<file path="src/rtl/pic_pkg.sv">
package pic_pkg;

  typedef enum logic [1:0] {
    SETUP_IDLE  = 2'd0,
    SETUP_BASE  = 2'd1,
    SETUP_SKIP  = 2'd2,
    SETUP_MODE  = 2'd3
  } setup_st_e;

  localparam logic [2:0] OPC_ROT_CLR  = 3'd0;
  localparam logic [2:0] OPC_EOI      = 3'd1;
  localparam logic [2:0] OPC_EOI_AT   = 3'd3;
  localparam logic [2:0] OPC_ROT_SET  = 3'd4;
  localparam logic [2:0] OPC_EOI_ROT  = 3'd5;
  localparam logic [2:0] OPC_PRIO_AT  = 3'd6;
  localparam logic [2:0] OPC_EOI_ROTAT = 3'd7;

endpackage

</file>
<file path="src/rtl/pic_prio_resolve.sv">
// Rotating priority search: level k means input (k + start) mod W.
module pic_prio_resolve #(
  parameter int W    = 8,
  parameter int IW   = $clog2(W)
) (
  input  logic [W-1:0]  req,
  input  logic [IW-1:0] start,
  output logic          found,
  output logic [IW-1:0] level,
  output logic [IW-1:0] idx
);

  always_comb begin
    found = |req;
    level = '0;
    for (int k = W - 1; k >= 0; k--) begin
      if (req[(k + int'(start)) % W]) level = k[IW-1:0];
    end
    idx = level + start;
  end

endmodule

</file>
<file path="src/rtl/pic_req_latch.sv">
// Per-input request capture with edge or level triggering.
module pic_req_latch #(
  parameter int W = 8
) (
  input  logic         clk,
  input  logic         rst,
  input  logic         wipe,
  input  logic [W-1:0] lines,
  input  logic [W-1:0] level_mode,
  input  logic [W-1:0] clr,
  output logic [W-1:0] req
);

  logic [W-1:0] seen_q;
  logic [W-1:0] req_nxt;

  always_comb begin
    for (int i = 0; i < W; i++) begin
      if (level_mode[i]) req_nxt[i] = lines[i];
      else req_nxt[i] = (req[i] & ~clr[i]) | (lines[i] & ~seen_q[i]);
    end
  end

  always_ff @(posedge clk) begin
    if (rst || wipe) begin
      req    <= '0;
      seen_q <= '0;
    end else begin
      req    <= req_nxt;
      seen_q <= lines;
    end
  end

endmodule

</file>
<file path="src/rtl/pic_channel.sv">
module pic_channel
  import pic_pkg::*;
#(
  parameter int          IRQ_W        = 8,
  parameter logic [7:0]  TRIG_WMASK   = 8'hF8,
  parameter bit          NEST_SKIP_EN = 1'b1,
  parameter int          CASCADE_IDX  = 2
) (
  input  logic             clk,
  input  logic             rst,
  input  logic [IRQ_W-1:0] irq_in,
  input  logic             bus_wr,
  input  logic             bus_rd,
  input  logic             bus_addr,
  input  logic             trig_sel,
  input  logic [IRQ_W-1:0] bus_wdata,
  output logic [IRQ_W-1:0] bus_rdata,
  input  logic             ack,
  output logic [IRQ_W-1:0] ack_vec,
  output logic             int_out
);

  localparam int IDX_W  = $clog2(IRQ_W);
  localparam int BASE_W = IRQ_W - IDX_W;
  localparam logic [IRQ_W-1:0] ONE_HOT0 = {{(IRQ_W-1){1'b0}}, 1'b1};
  localparam logic [IRQ_W-1:0] CASC_BIT = ONE_HOT0 << CASCADE_IDX;

  // architectural state
  logic [IRQ_W-1:0]  irr;
  logic [IRQ_W-1:0]  imr_q;
  logic [IRQ_W-1:0]  isr_q;
  logic [IRQ_W-1:0]  trig_q;
  logic [IDX_W-1:0]  offset_q;
  logic [BASE_W-1:0] base_q;
  setup_st_e         setup_q;
  logic              want_mode_q;
  logic              nested_q;
  logic              aeoi_q;
  logic              rot_aeoi_q;
  logic              rsel_isr_q;
  logic              poll_q;
  logic              smask_q;

  // access decode
  logic             wr_ctl, wr_dat, wr_setup, wr_rdctl, wr_op, rd_ctl, rd_poll;
  logic [2:0]       opc;
  logic [IDX_W-1:0] tgt;

  assign wr_ctl   = bus_wr & ~trig_sel & ~bus_addr;
  assign wr_dat   = bus_wr & ~trig_sel &  bus_addr;
  assign wr_setup = wr_ctl &  bus_wdata[4];
  assign wr_rdctl = wr_ctl & ~bus_wdata[4] &  bus_wdata[3];
  assign wr_op    = wr_ctl & ~bus_wdata[4] & ~bus_wdata[3];
  assign rd_ctl   = bus_rd & ~trig_sel;
  assign rd_poll  = rd_ctl & poll_q;
  assign opc      = bus_wdata[7:5];
  assign tgt      = bus_wdata[IDX_W-1:0];

  // priority resolution
  logic [IRQ_W-1:0] pend_vec, block_vec, skip_vec;
  logic             pend_found, block_found, eoi_found, win;
  logic [IDX_W-1:0] pend_lvl, pend_idx, block_lvl, block_idx, eoi_lvl, eoi_idx;

  assign skip_vec  = ((NEST_SKIP_EN && nested_q) ? CASC_BIT : '0)
                   | (smask_q ? imr_q : '0);
  assign pend_vec  = irr & ~imr_q;
  assign block_vec = isr_q & ~skip_vec;

  pic_prio_resolve #(.W(IRQ_W)) u_pend (
    .req(pend_vec), .start(offset_q),
    .found(pend_found), .level(pend_lvl), .idx(pend_idx)
  );

  pic_prio_resolve #(.W(IRQ_W)) u_block (
    .req(block_vec), .start(offset_q),
    .found(block_found), .level(block_lvl), .idx(block_idx)
  );

  pic_prio_resolve #(.W(IRQ_W)) u_eoi (
    .req(isr_q), .start(offset_q),
    .found(eoi_found), .level(eoi_lvl), .idx(eoi_idx)
  );

  assign win = pend_found & (~block_found | (pend_lvl < block_lvl));

  logic [IRQ_W-1:0] win_bit, req_clr;
  assign win_bit = ONE_HOT0 << pend_idx;
  assign req_clr = (win & (ack | rd_poll)) ? win_bit : '0;

  pic_req_latch #(.W(IRQ_W)) u_latch (
    .clk(clk), .rst(rst), .wipe(wr_setup),
    .lines(irq_in), .level_mode(trig_q), .clr(req_clr), .req(irr)
  );

  // register updates
  always_ff @(posedge clk) begin
    if (rst) begin
      imr_q       <= '0;
      isr_q       <= '0;
      trig_q      <= '0;
      offset_q    <= '0;
      base_q      <= '0;
      setup_q     <= SETUP_IDLE;
      want_mode_q <= 1'b0;
      nested_q    <= 1'b0;
      aeoi_q      <= 1'b0;
      rot_aeoi_q  <= 1'b0;
      rsel_isr_q  <= 1'b0;
      poll_q      <= 1'b0;
      smask_q     <= 1'b0;
      bus_rdata   <= '0;
      ack_vec     <= '0;
      int_out     <= 1'b0;
    end else begin
      int_out <= win & ~wr_setup;

      if (bus_wr && trig_sel) trig_q <= bus_wdata & TRIG_WMASK[IRQ_W-1:0];

      if (wr_setup) begin
        imr_q       <= '0;
        isr_q       <= '0;
        offset_q    <= '0;
        base_q      <= '0;
        nested_q    <= 1'b0;
        aeoi_q      <= 1'b0;
        rot_aeoi_q  <= 1'b0;
        rsel_isr_q  <= 1'b0;
        poll_q      <= 1'b0;
        smask_q     <= 1'b0;
        setup_q     <= SETUP_BASE;
        want_mode_q <= bus_wdata[0];
      end else if (wr_rdctl) begin
        if (bus_wdata[2]) poll_q <= 1'b1;
        if (bus_wdata[1]) rsel_isr_q <= bus_wdata[0];
        if (bus_wdata[6]) smask_q <= bus_wdata[5];
      end else if (wr_op) begin
        case (opc)
          OPC_ROT_CLR, OPC_ROT_SET: rot_aeoi_q <= bus_wdata[7];
          OPC_EOI: begin
            if (eoi_found) isr_q[eoi_idx] <= 1'b0;
          end
          OPC_EOI_ROT: begin
            if (eoi_found) begin
              isr_q[eoi_idx] <= 1'b0;
              offset_q       <= eoi_idx + 1'b1;
            end
          end
          OPC_EOI_AT: isr_q[tgt] <= 1'b0;
          OPC_PRIO_AT: offset_q <= tgt + 1'b1;
          OPC_EOI_ROTAT: begin
            isr_q[tgt] <= 1'b0;
            offset_q   <= tgt + 1'b1;
          end
          default: ;
        endcase
      end else if (wr_dat) begin
        case (setup_q)
          SETUP_IDLE: imr_q <= bus_wdata;
          SETUP_BASE: begin
            base_q  <= bus_wdata[IRQ_W-1:IDX_W];
            setup_q <= SETUP_SKIP;
          end
          SETUP_SKIP: setup_q <= want_mode_q ? SETUP_MODE : SETUP_IDLE;
          SETUP_MODE: begin
            nested_q <= bus_wdata[4];
            aeoi_q   <= bus_wdata[1];
            setup_q  <= SETUP_IDLE;
          end
          default: setup_q <= SETUP_IDLE;
        endcase
      end

      if (ack) begin
        ack_vec <= {base_q, (win ? pend_idx : {IDX_W{1'b1}})};
        if (win) begin
          if (aeoi_q) begin
            if (rot_aeoi_q) offset_q <= pend_idx + 1'b1;
          end else begin
            isr_q[pend_idx] <= 1'b1;
          end
        end
      end

      if (rd_ctl) begin
        if (poll_q) begin
          bus_rdata <= {{BASE_W{1'b0}}, (win ? pend_idx : {IDX_W{1'b1}})};
          if (win) isr_q[pend_idx] <= 1'b0;
          poll_q <= 1'b0;
        end else if (bus_addr) begin
          bus_rdata <= imr_q;
        end else begin
          bus_rdata <= rsel_isr_q ? isr_q : irr;
        end
      end else if (bus_rd && trig_sel) begin
        bus_rdata <= trig_q;
      end
    end
  end

endmodule

</file>
<file path="config.mk">
export PLATFORM = sky130hd
export DESIGN_NAME = pic_channel
export DESIGN_NICKNAME = d
export VERILOG_FILES = /design/src/rtl/pic_pkg.sv /design/src/rtl/pic_prio_resolve.sv /design/src/rtl/pic_req_latch.sv /design/src/rtl/pic_channel.sv
export SDC_FILE = /design/constraint.sdc
export NUM_CORES = 1
export LEC_CHECK = 0
export CORE_MARGIN = 2
export CORE_UTILIZATION = 30
export CTS_CLUSTER_DIAMETER = 50
export DETAILED_ROUTE_END_ITERATION = 8
export GPL_ROUTABILITY_DRIVEN = 0
export PLACE_DENSITY = 0.47
export SLEW_MARGIN = 20
export SYNTH_ARGS = -nofsm -noshare
export SYNTH_HDL_FRONTEND = slang
export SYNTH_SLANG_ARGS = --single-unit
</file>
<file path="constraint.sdc">
create_clock -name clk -period 10.7 [get_ports clk]
set_input_delay 2.14 -clock clk [delete_from_list [all_inputs] [get_ports clk]]
set_output_delay 2.14 -clock clk [all_outputs]
set_load 0.03 [all_outputs]
</file>
### After elaboration in Yosys (flattened, before gate mapping)

Index checks and enable logic that the tools add are counted.

| cells by class | value |
|---|---|
| mux-type cells | 146 |
| magnitude comparators | 15 |
| bitwise logic cells | 81 |
| equal/unequal tests | 11 |
| add/subtract/negate cells | 12 |
| reduce and logical (&&, ||, !) cells | 35 |
| shift operators | 1 |

Operator list:

| operator | count |
|---|---|
| $mux W8 | 19 |
| $mux W3 | 34 |
| $bmux W1 S3 | 24 |
| $mux W1 | 62 |
| $and A8 B8 Y8 | 5 |
| $not A8 Y8 | 5 |
| $lt A4 B5 Y1 const B | 7 |
| $and A1 B1 Y1 | 28 |
| $not A1 Y1 | 24 |
| $reduce_or A8 Y1 | 3 |
| $reduce_or A3 Y1 | 7 |
| $reduce_and A4 Y1 | 5 |
| $lt A3 B4 Y1 const B | 4 |
| $pmux W8 S2 | 1 |
| $add A3 B3 Y3 const A | 4 |
| $eq A3 B3 Y1 const B | 4 |
| $or A1 B1 Y1 | 10 |
| $reduce_or A2 Y1 | 5 |
| $add A3 B1 Y3 const B | 3 |
| $demux W1 S3 | 3 |
| $ge A3 B1 Y1 const B | 3 |
| $or A3 B8 Y8 | 1 |
| $or A8 B8 Y8 | 1 |
| $shl A1 B3 Y8 const A | 1 |
| other kinds (22) | 38 |

| word-level totals | value |
|---|---|
| register bits after elaboration | 71 |
| bits of input ports | 23 |

### Depth between registers and ports, before layout

Gate-level depths: netlist of the first run.

| logic depth | value |
|---|---|
| depth in word-level cells | 36 |
| depth in mapped cells | 23 |
| mapped depth without buffers | 19 |

### By module

From an unflattened synthesis of the first run, not the netlist that was laid out.

| second synthesis, totals | value |
|---|---|
| cells, all modules | 724 |
| area total of the unflattened synthesis | 6150.9 um2 |

By module, submodules not included:

| module | instances | cells an instance | area an instance (um2) |
|---|---|---|---|
| pic_channel | 1 | 385 | 3128.0 |
| pic_prio_resolve (u_eoi ...) | 2 | 91 | 813.3 |
| pic_prio_resolve (u_block) | 1 | 91 | 803.3 |
| pic_req_latch | 1 | 66 | 593.1 |

### Worst setup path after synthesis of the first run

No wires, ideal clock.

| timing | value |
|---|---|
| path kind | register to register |
| start | register offset_q[0] |
| end | register ack_vec[0] |
| data required time | 10.609 ns |
| cell stages (with the launch flop) | 21 |
| buffers on the path | 3 |
| data arrival time | 4.445 ns |
| path slack | 6.164 ns |
| cell sequence | dfxtp_1 > buf_6 > inv_2 > buf_6 > ha_1 > xor2_2 > mux4_2 > a211oi_1 > o21bai_1 > a21oi_1 > nor4_1 > ha_1 > o21ai_0 > nand2b_1 > o41ai_1 > o21bai_2 > nor4_4 > and2_1 > buf_4 > nor3_1 > a311oi_1 |

| between the ends | value |
|---|---|
| longest elaborated chain between the ends | 16 |
| elaborated cells between the ends (all ways) | 74 |
| those cells by class | 8 x add/sub; 1 x order compare; 63 x mux; 2 x bitwise |

Ends and longest elaborated chain:

| element | line | text |
|---|---|---|
| from (decl) | pic_channel.sv:33 | `logic [IDX_W-1:0] offset_q;` |
| from (signal assigned) | pic_channel.sv:145 | `offset_q <= eoi_idx + 1'b1;` |
| from (signal assigned) | pic_channel.sv:149 | `OPC_PRIO_AT: offset_q <= tgt + 1'b1;` |
| from (signal assigned) | pic_channel.sv:152 | `offset_q <= tgt + 1'b1;` |
| $add A3 B3 Y3 | pic_prio_resolve.sv:17 | `if (req[(k + int'(start)) % W]) level = k[IW-1:0];` |
| $bmux W1 S3 | pic_prio_resolve.sv:17 |  |
| $mux W1 (not written as such) (2 in a row) | pic_prio_resolve.sv:17 |  |
| $mux W3 (8 in a row) | pic_prio_resolve.sv:17 |  |
| $lt A3 B3 Y1 | pic_channel.sv:84 | `assign win = pend_found & (~block_found \| (pend_lvl < block_lvl));` |
| $or A1 B1 Y1 | pic_channel.sv:84 |  |
| $and A1 B1 Y1 | pic_channel.sv:84 |  |
| $mux W3 (*) | pic_channel.sv:174 | `ack_vec <= {base_q, (win ? pend_idx : {IDX_W{1'b1}})};` |
| to (signal assigned) | pic_channel.sv:174 |  |
| to (decl) | pic_channel.sv:19 | `output logic [IRQ_W-1:0] ack_vec,` |

Mark *: on every way between the ends. The rest lies on a longest branch, timed or not. The select of a mux whose other input is x is not followed.
A chain may end at the register's enable or synchronous reset.

### Worst setup path in the final report of the first run

| timing | value |
|---|---|
| start | register offset_q[0] |
| end | register u_latch.req[3] |

| between the ends | value |
|---|---|
| longest elaborated chain between the ends | 21 |
| elaborated cells between the ends (all ways) | 80 |
| those cells by class | 8 x add/sub; 1 x order compare; 1 x shift; 64 x mux; 6 x bitwise |

Ends and longest elaborated chain:

| element | line | text |
|---|---|---|
| $add A3 B3 Y3 | pic_prio_resolve.sv:17 |  |
| $bmux W1 S3 | pic_prio_resolve.sv:17 |  |
| $mux W1 (not written as such) (2 in a row) | pic_prio_resolve.sv:17 |  |
| $mux W3 (8 in a row) | pic_prio_resolve.sv:17 |  |
| $lt A3 B3 Y1 | pic_channel.sv:84 |  |
| $or A1 B1 Y1 | pic_channel.sv:84 |  |
| $and A1 B1 Y1 | pic_channel.sv:84 |  |
| $and A1 B1 Y1 | pic_channel.sv:88 | `assign req_clr = (win & (ack \| rd_poll)) ? win_bit : '0;` |
| $mux W8 (*) | pic_channel.sv:88 |  |
| $not A1 Y1 (*) | pic_req_latch.sv:20 | `else req_nxt[i] = (req[i] & ~clr[i]) \| (lines[i] & ~seen_q[i]);` |
| $and A1 B1 Y1 (*) | pic_req_latch.sv:20 |  |
| $or A1 B1 Y1 (*) | pic_req_latch.sv:20 |  |
| $mux W1 (*) | pic_req_latch.sv:19 | `if (level_mode[i]) req_nxt[i] = lines[i];` |
| to (signal assigned) | pic_req_latch.sv:29 | `req <= req_nxt;` |
| to (decl) | pic_req_latch.sv:11 | `output logic [W-1:0] req` |

Marked as above.

==> results list, run 1 <==
- Fill cell instance count of the final layout: around 2000
* H-tree levels: 3
- In this run the tightest slew margin relative to its limit is 30.0%.
- RSZ-0062 raised after global routing: false
- TritonCTS built the clock tree.
- Most instantiated library cell after synthesis: sky130_fd_sc_hd__dfxtp_1
- The routed design has ~19000 um of wire.
- Of all nets on the critical path, the largest fanout is 40.
* WHS Endpoint: rot_aeoi_q
* Transition time at the pin with the least slew margin: about 1.0 ns
- The startpoint identified for the worst hold timing path is rot_aeoi_q.
- Total CTS buffers: 9
- Endpoint of the worst-slack reg-to-reg timing path: u_latch.req[3]
- Predominant post-synthesis flop cell: sky130_fd_sc_hd__dfxtp_1
- Timing analysis after detailed placement gives a worst setup slack of 4.69 ns.
* Classification of the worst setup path: reg2reg
* Met2 track demand over resource: 30.8%
- Class of the tightest hold or removal check: reg2reg
- Number of antenna violations at the first check in global routing: 0
- Clock tree synthesis found a total of 71 sinks.
- Sequential cells were found to cover 24.6% of the synthesized design area.
- Post-CTS repair changed the size of 0 cells.
* PwrDens: 163 nW/um^2
* Antenna cells: 0
- STA classifies the critical path startpoint as a flop.
* Count of yosys warnings during synthesis: 0
- Fraction of layout instances using a drive strength above 1: approximately an eighth
- The tree is rooted in a sky130_fd_sc_hd__clkbuf_16.
- Cell type with the highest aggregate area in the netlist: sky130_fd_sc_hd__dfxtp_1
- Clock insertion delay at the later pin of the skew report: between 0.3 and 0.4 ns
- Clock slew seen by the registers of the worst setup and hold paths: 0.06 ns
* Mapped Cells: 657
- Total area of multi-input combinational cells: 4000 um^2
- Counting along the longest clock path gives a buffer depth of 2.
- Setup clock skew after layout: between 0.006 and 0.007 ns
- The die covers 20300 um^2.
- Required time at the worst-slack endpoint: roughly 11 ns
- The worst register-to-register path begins at offset_q[0].
- The number of nets in the synthesized netlist is 696.
- Number of I/O pins: 40
- Worst R2R Setup Slack: around 4.5 ns
* Hold Fails Final Rpt: 0
- Layout-stage area growth over the synthesis result: 13.7%
* Count of routing violations after the opening detailed-route iteration: ~420
* Largest net degree at the start of global routing: slightly above 40
- The tool flagged a number of max-cap violations equal to 0.
* Chip Height: around 140 um
- The worst path in the final design needs a cycle of roughly 6.2 ns, including I/O delays and setup.
- Global-route wire length before repair: slightly below 30000 um
- For this configuration, the core starts out at a cell density of about 31%.
- Post-detail-place hpwl: ~14000 um
* Core box area: ~19000 um^2
- Yosys mapped a number of flops with a built-in enable equal to 0.
- Fmax: ~0.16 GHz
- Pins Over Slew Limit: 0
* Mean cell area of the mapped netlist: slightly below 9 um^2
- Final cycle utilization of the critical path: between 50% and 60%
- After layout, the design draws a total of between 1000 and 1500 uW.
* Layout net count: 701
* Setup crit end kind: flop
- Row generation in the floorplan step produced 50 rows.
- Across the VDD grid, the largest voltage drop is 0.128 mV.
- Setup violators final: 0
- Number of cells traversed by the worst hold path: 2
- The global routing stage identified its most utilized layer as met2.
- The die is between 100 and 150 um wide.
- Antenna-violating nets left: 0
- Global routing consumed, on the met3 layer, 3.25% of the routing resources.
- Met1 Use GR: a little under a quarter
- By area the synthesized netlist is led by sky130_fd_sc_hd__dfxtp_1 (25%), sky130_fd_sc_hd__mux4_2 (9.4%), sky130_fd_sc_hd__mux2i_1 (8.3%).
- After detailed routing, the average wire length per cell comes to a little over 20 um.
- Area fraction of the dominant cell type after synthesis: 24.6%
- The run finished with clean final reports.
* Synth Register Bits: 71
* Count of unique library cells instantiated by Yosys: about 80
* Number of design rule violations left after detail routing: 0
- For this run, asynchronously set or reset flops after synthesis account for 0%.
- Registers take about 1400 um^2.
- Total routing resource utilization after global routing: between 10% and 20%
* Overall via count from detail_route: around 5200
* Data arrival time of the critical path: between 6 and 7 ns
- Adding up every negative setup slack in the final design gives 0 ns.
- Number of I/O port buffers: 39
- For this run the aggregate overflow at the end of global routing stands at 0.
- Summed over all cells, the static leakage comes to between 0.002 and 0.0025 uW.
- The pre-antenna-repair detailed-routing pass consisted of 5 iterations.
- Area of the mapped netlist: 5770 um^2
- The worst path meets setup with around 4.5 ns of slack.
- Via count of the first global-routing pass: between 5000 and 6000
- Detail-routed via count per cell: approximately 5.8
- Once the clock tree was built, the setup fixing pass inserted 0 buffers.
- Cell count of the worst reg-to-reg path: 17
- Commonest cells in the netlist: sky130_fd_sc_hd__dfxtp_1 (71), sky130_fd_sc_hd__nor2_1 (58), sky130_fd_sc_hd__nand2_1 (49)
- In this run, post-CTS hold repair placed 0 buffers.
-- critical path, cell delays in order (launching register included) --
cell,delay [ns]
sky130_fd_sc_hd__dfxtp_2,1.01
sky130_fd_sc_hd__inv_2,0.33
sky130_fd_sc_hd__ha_1,0.87
sky130_fd_sc_hd__inv_4,0.15
sky130_fd_sc_hd__mux4_2,0.38
sky130_fd_sc_hd__a211oi_1,0.24
sky130_fd_sc_hd__o21bai_1,0.14
sky130_fd_sc_hd__a21oi_1,0.09
sky130_fd_sc_hd__nor4_1,0.50
sky130_fd_sc_hd__ha_1,0.27
sky130_fd_sc_hd__o21ai_0,0.10
sky130_fd_sc_hd__nand2b_1,0.09
sky130_fd_sc_hd__o41ai_1,0.10
sky130_fd_sc_hd__o21bai_2,0.24
sky130_fd_sc_hd__o22ai_1,0.81
sky130_fd_sc_hd__nor2_1,0.32
sky130_fd_sc_hd__and4_1,0.30
sky130_fd_sc_hd__o2bb2ai_1,0.12
-- layout make-up --
type	count	share of cell area, %
Clock buffer	9	3.44
Multi-Input combinational cell	512	61.0
Timing Repair Buffer	44	6.53
Inverter	24	1.41
Sequential cell	71	21.7
Clock inverter	7	1.49
Tap cell	234	4.47
-- metal layers --
layer,vias to the layer above,part of all wire (%)
met5,-,0
met4,0,3.2
met3,30,5.4
met2,202,47
met1,2532,44
li1,2483,-
-- metrics by stage --
| step | instance area [um^2] | util, % | instances | hold slack (ns) |
|---|---|---|---|---|
| 3_5_place_dp | 6230 | 33.2 | 885 | 0.449 |
| 3_3_place_gp | 6230 | 33.2 | 885 | 0.447 |
| 2_1_floorplan | 5770 | - | 657 | 0.432 |
| 6_report | 6560 | 34.9 | 901 | 0.455 |
| 5_1_grt | 6560 | 34.9 | 901 | 0.491 |
| 4_1_cts | 6560 | 34.9 | 901 | 0.457 |
-- registers in the layout (all words and copies together) (netlist names), 2 cells and up --
register,flops
u_latch.req,8
isr_q,8
bus_rdata,8
imr_q,8
ack_vec,8
u_latch.seen_q,8
base_q,5
offset_q,3
setup_q,2
trig_q,5
-- placed cells by master, fill, tap and decap left out, types with 20 or more instances in the layout --
cell type                         count
sky130_fd_sc_hd__dfxtp_1             70
sky130_fd_sc_hd__nor2_1              58
sky130_fd_sc_hd__nand2_1             49
sky130_fd_sc_hd__mux2i_1             48
sky130_fd_sc_hd__clkdlybuf4s50_1     39
sky130_fd_sc_hd__a21oi_1             33
sky130_fd_sc_hd__mux4_2              24
sky130_fd_sc_hd__nand4_1             24
sky130_fd_sc_hd__nand2b_1            23
sky130_fd_sc_hd__o21ai_0             23
sky130_fd_sc_hd__nand3_1             21
sky130_fd_sc_hd__inv_1               20
-- worst max-delay path by stage --
| stage | from | end | slack [ns] |
|---|---|---|---|
| finish | offset_q[0] | u_latch.req[3] | 4.54 |
| global route | offset_q[0] | u_latch.req[3] | 3.97 |
| CTS | offset_q[0] | u_latch.req[3] | 4.65 |
| detailed placement | offset_q[0] | u_latch.req[3] | 4.69 |
| global placement | offset_q[0] | u_latch.req[1] | 4.90 |
| floorplan | offset_q[0] | ack_vec[0] | 6.16 |
-- cells by family (layout without fill, tap and decap cells) --
family	Yosys count	count (layout)	share of synthesized area, %
and+or+nand+nor	258	258	24.2
AOI/OAI and AO/OA	142	142	18.2
muxes	86	86	20.9
buffers and inverters	74	84	6.03
DFF	71	71	24.6
adders and majority gates	16	16	3.73
xor gates and xnor gates	10	10	2.30
-- report_power, final --
| group | switching (uW) | leakage (uW) | total (uW) | internal (uW) |
|---|---|---|---|---|
| Sequential | 34.6 | 0.000581 | 318 | 284 |
| Combinational | 269 | 0.00156 | 429 | 161 |
| Clock | 118 | 0.000152 | 322 | 204 |
| Total | 421 | 0.00229 | 1070 | 649 |
No activity file was read; power rests on OpenSTA's default activity.
==> inputs of run 2 (changes only) <==
--- a/config.mk
+++ b/config.mk
@@ -10,7 +10,7 @@
 export CTS_CLUSTER_DIAMETER = 50
 export DETAILED_ROUTE_END_ITERATION = 8
 export GPL_ROUTABILITY_DRIVEN = 0
-export PLACE_DENSITY = 0.47
+export PLACE_DENSITY = 0.49
 export SLEW_MARGIN = 20
 export SYNTH_ARGS = -nofsm -noshare
 export SYNTH_HDL_FRONTEND = slang
==> constraint.sdc (replaced) <==
create_clock -name clk -period 5.3 [get_ports clk]
set_input_delay 1.06 -clock clk [delete_from_list [all_inputs] [get_ports clk]]
set_output_delay 1.06 -clock clk [all_outputs]
set_load 0.03 [all_outputs]
==> results list, run 2 (same netlist as run 1, synthesis figures left out) <==
- Status: finished, final reports clean
* Largest net degree at the start of global routing: 40
* Final cycle utilization of the critical path: slightly above 90%
- Dividing the detail-routed wire length by the instance count gives around 21 um.
* Post-route design area: 6660 um^2
* Detail-routed via count per cell: between 5 and 6
* CTS tree: done
- The layer flagged by global routing as most heavily used is met2.
- Once the floorplan was initialized, standard cells occupied between 30% and 40% of the core.
- Width of the die: between 100 and 150 um
- The endpoint identified for the worst register-to-register timing path is isr_q[6].
* Via count of the first global-routing pass: 4983
* Layout net count: a little over 700
- Antenna-violating nets left: 0
- Launching element type of the critical path: flop
- Based on the critical path, the design can be clocked at up to approximately 0.2 GHz.
- The first global-routing pass estimated 29600 um of wire.
- The final count of pins violating max slew came to 0.
- Drt total wl: approximately 19000 um
- VDD sags by at most approximately 0.16 mV.
- Walking the worst path, the cells encountered are buf_4 > mux2_2 > a211oi_1 > nor2_1 > a221oi_1 > or2_2 > or4_1 > nand3_1 > ha_1 > o21ai_0 > nand2b_1 > o41ai_1 > o21bai_2 > nor4_4 > and2_1 > nor4_1 > a221oi_1.
- The largest individual stage delay along the critical path comes from the cell sky130_fd_sc_hd__a211oi_1.
- H-tree levels: 3
- The setup path with the least slack is of type reg2reg.
* Setup crit end kind: flop
* Fraction of layout instances using a drive strength above 1: 14.5%
- Remaining Overflow, GRT: 0
- Total negative slack for setup checks: 0 ns
* Count of clock tree sinks: 71
* Layout-stage area growth over the synthesis result: 15.4%
- Combined buffer and inverter count along the critical path: 1
- The sequential cells in the finished layout cover a total of roughly 1400 um^2.
- After legalization and detailed placement, the total HPWL measured around 14000 um.
- Cell family with the largest share of critical-path delay: simple AND/OR/NAND/NOR gates
* Antenna cells: 0
- Met1 Use GR: a little over a quarter
* Total die area: 20300 um^2
- The count of buffers added on input and output ports is 39.
- For this run, the detailed router's first-pass iteration total came to 5.
- In the final layout, the multi-input gates occupy between 4000 and 5000 um^2.
* Leakage component of the power: between 0.002 and 0.0025 uW
- Met3 Usage GRT: under 10%
- The detailed router finished its first iteration with roughly 440 violations.
* Cell count of the worst reg-to-reg path: 17
- WP depth: 17
* Required time at the worst-slack endpoint: roughly 5.5 ns
- After detailed placement, the design holds a cell count of roughly 900.
- Most used cells in the layout excluding fill and tap cells: sky130_fd_sc_hd__dfxtp_1 (70), sky130_fd_sc_hd__nor2_1 (58), sky130_fd_sc_hd__nand2_1 (49)
- Maximum Capacitance Violations: 0
- Setup violations remaining at the end of the flow were counted as 0.
* Clock buffer depth: 2
- Number of design rule violations left after detail routing: 0
- Beginning of the worst register-to-register path: offset_q[0]
- Crit-path max FO: 39
* Slew margin rel.: a little over a quarter
- Hold slack: between 0.4 and 0.5 ns
* Worst R2R Setup Slack: 0.38 ns
- Core box area: between 15000 and 20000 um^2
* Setup clock skew after layout: around 0.0092 ns
- Most common library cell in the layout ignoring fill and taps: sky130_fd_sc_hd__dfxtp_1
* Post-CTS setup buffers: 0
- In this design, the stage delay of the slowest critical-path cell is between 0.5 and 0.6 ns.
- Total power for the finished layout comes to 2180 uW.
* Hold Fails Final Rpt: 0
- Number of standard cells in the layout, taps in and fillers out: around 900
- For the pin with the worst max-slew slack, the measured transition is 1.10 ns.
- Fill cell instance count of the final layout: about 1900
- Total routing resource utilization after global routing: roughly a fifth
* Standard-cell rows: 50
- Clock tree synthesis selected as its root buffer the cell sky130_fd_sc_hd__clkbuf_16.
* Crit path capture: isr_q[6]
- Once placement finished, the instance area stood at 6320 um^2.
- Data arrives at the worst endpoint at around 5.2 ns.
* Number of antenna violations at the first check in global routing: 0
* RSZ-0062 raised after global routing: false
- Measured along the y axis, the die boundary spans between 100 and 150 um.
* Met2 track demand over resource: between 30% and 40%
* Number of I/O pins: 40
- Crit path time final: 4.92 ns
- Total CTS buffers: 9
- Source of the critical timing path: offset_q[0]
* Overall via count from detail_route: between 5000 and 6000
* PwrDens: about 330 nW/um^2
- Most common cell type on the critical path: sky130_fd_sc_hd__a221oi_1
* Clock slew seen by the registers of the worst setup and hold paths: about 0.06 ns
- The min-delay analysis places its worst path in the category reg2reg.
* Clock insertion delay at the later pin of the skew report: roughly 0.34 ns
[run 2: cell count changes in the layout (fill, tap and decap cells not counted), sizes merged]
cell / change
buf: +11
clkbuf: +3
clkinv: -3
clkinvlp: -1
inv: +1
[run 2: worst min-delay path: cells and delay by family (launching register included)]
family,cells,cell delay (ns)
DFF,1,0.31
and+or+nand+nor,1,0.05
AOI/OAI and AO/OA,1,0.05
[run 2: layout make-up]
| class | count | share of cell area, % |
|---|---|---|
| inverters | 24 | 1.39 |
| well taps | 234 | 4.40 |
| multi-input cells | 512 | 60.2 |
| clock buffers | 12 | 3.85 |
| repair buffers | 55 | 7.67 |
| clock inverters | 4 | 1.15 |
| flip-flops and latches | 71 | 21.4 |
[run 2: through the flow]
| step | util (%) | setup WS, ns |
|---|---|---|
| floorplan | - | 0.764 |
| global placement | 33.7 | 0.509 |
| detailed placement | 33.7 | 0.355 |
| CTS | 35.4 | 0.316 |
| global route | 35.5 | 0.0178 |
| finish | 35.5 | 0.385 |
[run 2: how the worst min path moves through the flow]
stage                      startpoint          end  slack (ns)  cells past startpoint
final                     want_mode_q  want_mode_q        0.46                      2
after global routing      want_mode_q  want_mode_q        0.49                      2
after CTS                 want_mode_q  want_mode_q        0.46                      2
after detailed placement  want_mode_q  want_mode_q        0.45                      2
after global placement     rot_aeoi_q   rot_aeoi_q        0.44                      2
after floorplan           want_mode_q  want_mode_q        0.43                      2
[run 2: what timing repair did]
item / in CTS / in global routing
resized for setup: 0 / 1
setup endpoints to repair: 0 / 10
hold buffers: 0 / 0
[run 2: where the power goes]
group	total (uW)	internal [uW]	switching, uW
combinational	871	326	545
sequential	637	573	63.8
clock	676	439	237
[run 2: layer usage]
metal / wire length, um / up-vias
li1: - / 2502
met1: 8910 / 2588
met2: 8700 / 204
met3: 970 / 32
met4: 485 / 0
met5: 0 / -
==> inputs of run 3 (changes only) <==
--- a/config.mk
+++ b/config.mk
@@ -11,7 +11,6 @@
 export DETAILED_ROUTE_END_ITERATION = 8
 export GPL_ROUTABILITY_DRIVEN = 0
 export PLACE_DENSITY = 0.49
-export SLEW_MARGIN = 20
 export SYNTH_ARGS = -nofsm -noshare
 export SYNTH_HDL_FRONTEND = slang
 export SYNTH_SLANG_ARGS = --single-unit
==> results list, run 3 (same netlist as run 1, synthesis figures left out) <==
- Count of routing violations after the opening detailed-route iteration: around 410
- Standard-cell rows: 50
* Max IR drop VDD: between 0.15 and 0.2 mV
- Most common cell type on the critical path: sky130_fd_sc_hd__ha_1
* Initial core utilization: around 30%
* Detail-routed via count per cell: between 5 and 6
- Pre-CTS worst setup slack: around 0.36 ns
- After detailed routing, the average wire length per cell comes to between 20 and 25 um.
- Of the total power, combinational logic draws 39.9%.
- Post-CTS setup buffers: 0
- Summed over all cells, the static leakage comes to 0.00235 uW.
- After layout, the worst setup slack is 0.481 ns.
- The critical path is of the reg2reg type.
- Delay of the slowest cell on the worst path: roughly 0.52 ns
* Pins Over Slew Limit: 0
- Core box area: 18800 um^2
* Layout-stage area growth over the synthesis result: 15.5%
* Critical Path Slowest Stage Cell: sky130_fd_sc_hd__ha_1
- The worst setup path is launched from a flop.
- The wire-length estimate of the detail-placed layout is 14400 um.
- Setup slack on the worst reg-to-reg path comes out at 0.48 ns.
* Final cycle utilization of the critical path: roughly 91%
- Most common library cell in the layout ignoring fill and taps: sky130_fd_sc_hd__dfxtp_1
* Count of clock tree sinks: a little over 70
- Total die area: ~20000 um^2
- Crit-path max FO: 12
* Class of the tightest hold or removal check: reg2reg
- The pre-antenna-repair detailed-routing pass consisted of 6 iterations.
- Once placement completed, the tool counted placed cells totaling about 900.
* Setup clock skew after layout: 0.0102 ns
- Chip Height: 143 um
* Combined buffer and inverter count along the critical path: 2
- Derived from the worst setup path, the maximum achievable clock frequency is 0.208 GHz.
* Net switching power: 843 uW
- Walking the worst path, the cells encountered are inv_2 > ha_1 > buf_4 > a211oi_1 > a21oi_1 > a221oi_1 > or2_2 > or4_1 > nand3_1 > ha_1 > o21ai_0 > nand2b_1 > o41ai_1 > o21bai_2 > nor4_4 > and2_1 > nor3_1 > a311oi_1.
- Global routing used 19.3% of the available tracks.
- Internal power contribution: 1340 uW
- The finished cells cover around 6700 um^2.
* Cell at the root of the clock tree: sky130_fd_sc_hd__clkbuf_16
* Setup violators final: 0
- Clock slew seen by the registers of the worst setup and hold paths: ~0.060 ns
- Fraction of layout instances using a drive strength above 1: around 14%
- Number of standard cells in the layout, taps in and fillers out: ~910
- Status: finished, final reports clean
* Overall via count from detail_route: 5327
* Area of placed instances: ~6300 um^2
- In this run the horizontal extent of the chip is 143 um.
* Clock insertion delay at the later pin of the skew report: approximately 0.34 ns
- Data arrival time of the critical path: 5.06 ns
* Switching Share: between 30% and 40%
- At the worst endpoint, the required time is 5.54 ns.
- The via count of the first global-routing pass was ~5000.
- Pin placement for this block handled 40 I/O pins.
* Hold Fails Final Rpt: 0
* Clock buffer depth: 2
- The first global-routing pass estimated 29900 um of wire.
- Total negative slack for setup checks: 0 ns
* Drt total wl: 19200 um
* Maximum Capacitance Violations: 0
- Slew margin rel.: 24.5%
- Counting the buffers created by CTS gives 9.
* PwrDens: roughly 330 nW/um^2
* Transition time at the pin with the least slew margin: roughly 1.1 ns
- After the last flow step, the layout net total stands at slightly above 700.
- Fill cell instance count of the final layout: between 1500 and 2000
- TritonCTS built the clock tree.
- Number of cells upsized or downsized after cts: 0
* Most used cells in the layout excluding fill and tap cells: sky130_fd_sc_hd__dfxtp_1 (70), sky130_fd_sc_hd__nor2_1 (58), sky130_fd_sc_hd__nand2_1 (49)
* Remaining Overflow, GRT: 0
- Of the total power, the clock network draws 30.9%.
* Number of I/O port buffers: 39
* Setup crit end kind: flop
- Number of design rule violations left after detail routing: 0
* H-tree levels: 3
* Crit path time final: between 4 and 5 ns
- Antenna-violating nets left: 0
- Antenna cells: 0
* RSZ-0062 raised after global routing: false
- Largest net degree at the start of global routing: 40
- In this design, the largest share of critical-path delay is due to simple AND/OR/NAND/NOR gates.
- Number of antenna violations at the first check in global routing: 0
- The share of total power dissipated in sequential elements is between 20% and 30%.
* CTS Hold Buffers Added: 0
[run 3: final cells by class]
class                           instances  area, um^2  area share [%]
Sequential cell                        71        1420            21.4
Multi-Input combinational cell        512        4000            60.1
Clock inverter                          4        76.3            1.15
Timing Repair Buffer                   55         514            7.72
Inverter                               24        92.6            1.39
Tap cell                              234         293            4.40
Clock buffer                           12         256            3.85
[run 3: worst reg2reg max path: stages (launching register included)]
cell                       delay [ns]
sky130_fd_sc_hd__dfxtp_1         0.39
sky130_fd_sc_hd__inv_2           0.06
sky130_fd_sc_hd__ha_1            0.52
sky130_fd_sc_hd__buf_4           0.26
sky130_fd_sc_hd__a211oi_1        0.10
sky130_fd_sc_hd__a21oi_1         0.36
sky130_fd_sc_hd__a221oi_1        0.16
sky130_fd_sc_hd__or2_2           0.31
sky130_fd_sc_hd__or4_1           0.41
sky130_fd_sc_hd__nand3_1         0.13
sky130_fd_sc_hd__ha_1            0.14
sky130_fd_sc_hd__o21ai_0         0.08
sky130_fd_sc_hd__nand2b_1        0.07
sky130_fd_sc_hd__o41ai_1         0.10
sky130_fd_sc_hd__o21bai_2        0.24
sky130_fd_sc_hd__nor4_4          0.47
sky130_fd_sc_hd__and2_1          0.47
sky130_fd_sc_hd__nor3_1          0.13
sky130_fd_sc_hd__a311oi_1        0.33
[run 3: power by group through the flow]
| stage | combinational, uW | sequential [uW] | clock, uW |
|---|---|---|---|
| after floorplan | 642 | 630 | 0 |
| after global placement | 845 | 647 | 0 |
| after detailed placement | 847 | 648 | 0 |
| after CTS | 853 | 636 | 681 |
| after global routing | 940 | 641 | 713 |
| final | 871 | 637 | 675 |
[run 3: final timing paths]
kind                             startpoint           to  cells past startpoint
worst max-delay path            offset_q[1]   ack_vec[0]                     18
worst min-delay path            want_mode_q  want_mode_q                      2
worst max register to register  offset_q[1]   ack_vec[0]                     18
worst min register to register  want_mode_q  want_mode_q                      2
[run 3: per-layer routing]
metal | vias up | share of wire, % | global-route usage, %
met3 | 33 | 5.2 | 2.45
met4 | 0 | 2.4 | 7.09
met2 | 217 | 46 | 30.5
met1 | 2580 | 47 | 26.9
li1 | 2497 | - | -
met5 | - | 0 | 0
[run 3: through the flow]
step | total power [uW] | utilization (%) | hold slack, ns
floorplan | 1270 | - | 0.432
global placement | 1490 | 33.7 | 0.445
detailed placement | 1490 | 33.7 | 0.446
CTS | 2170 | 35.4 | 0.455
global route | 2290 | 35.5 | 0.492
finish | 2180 | 35.5 | 0.460
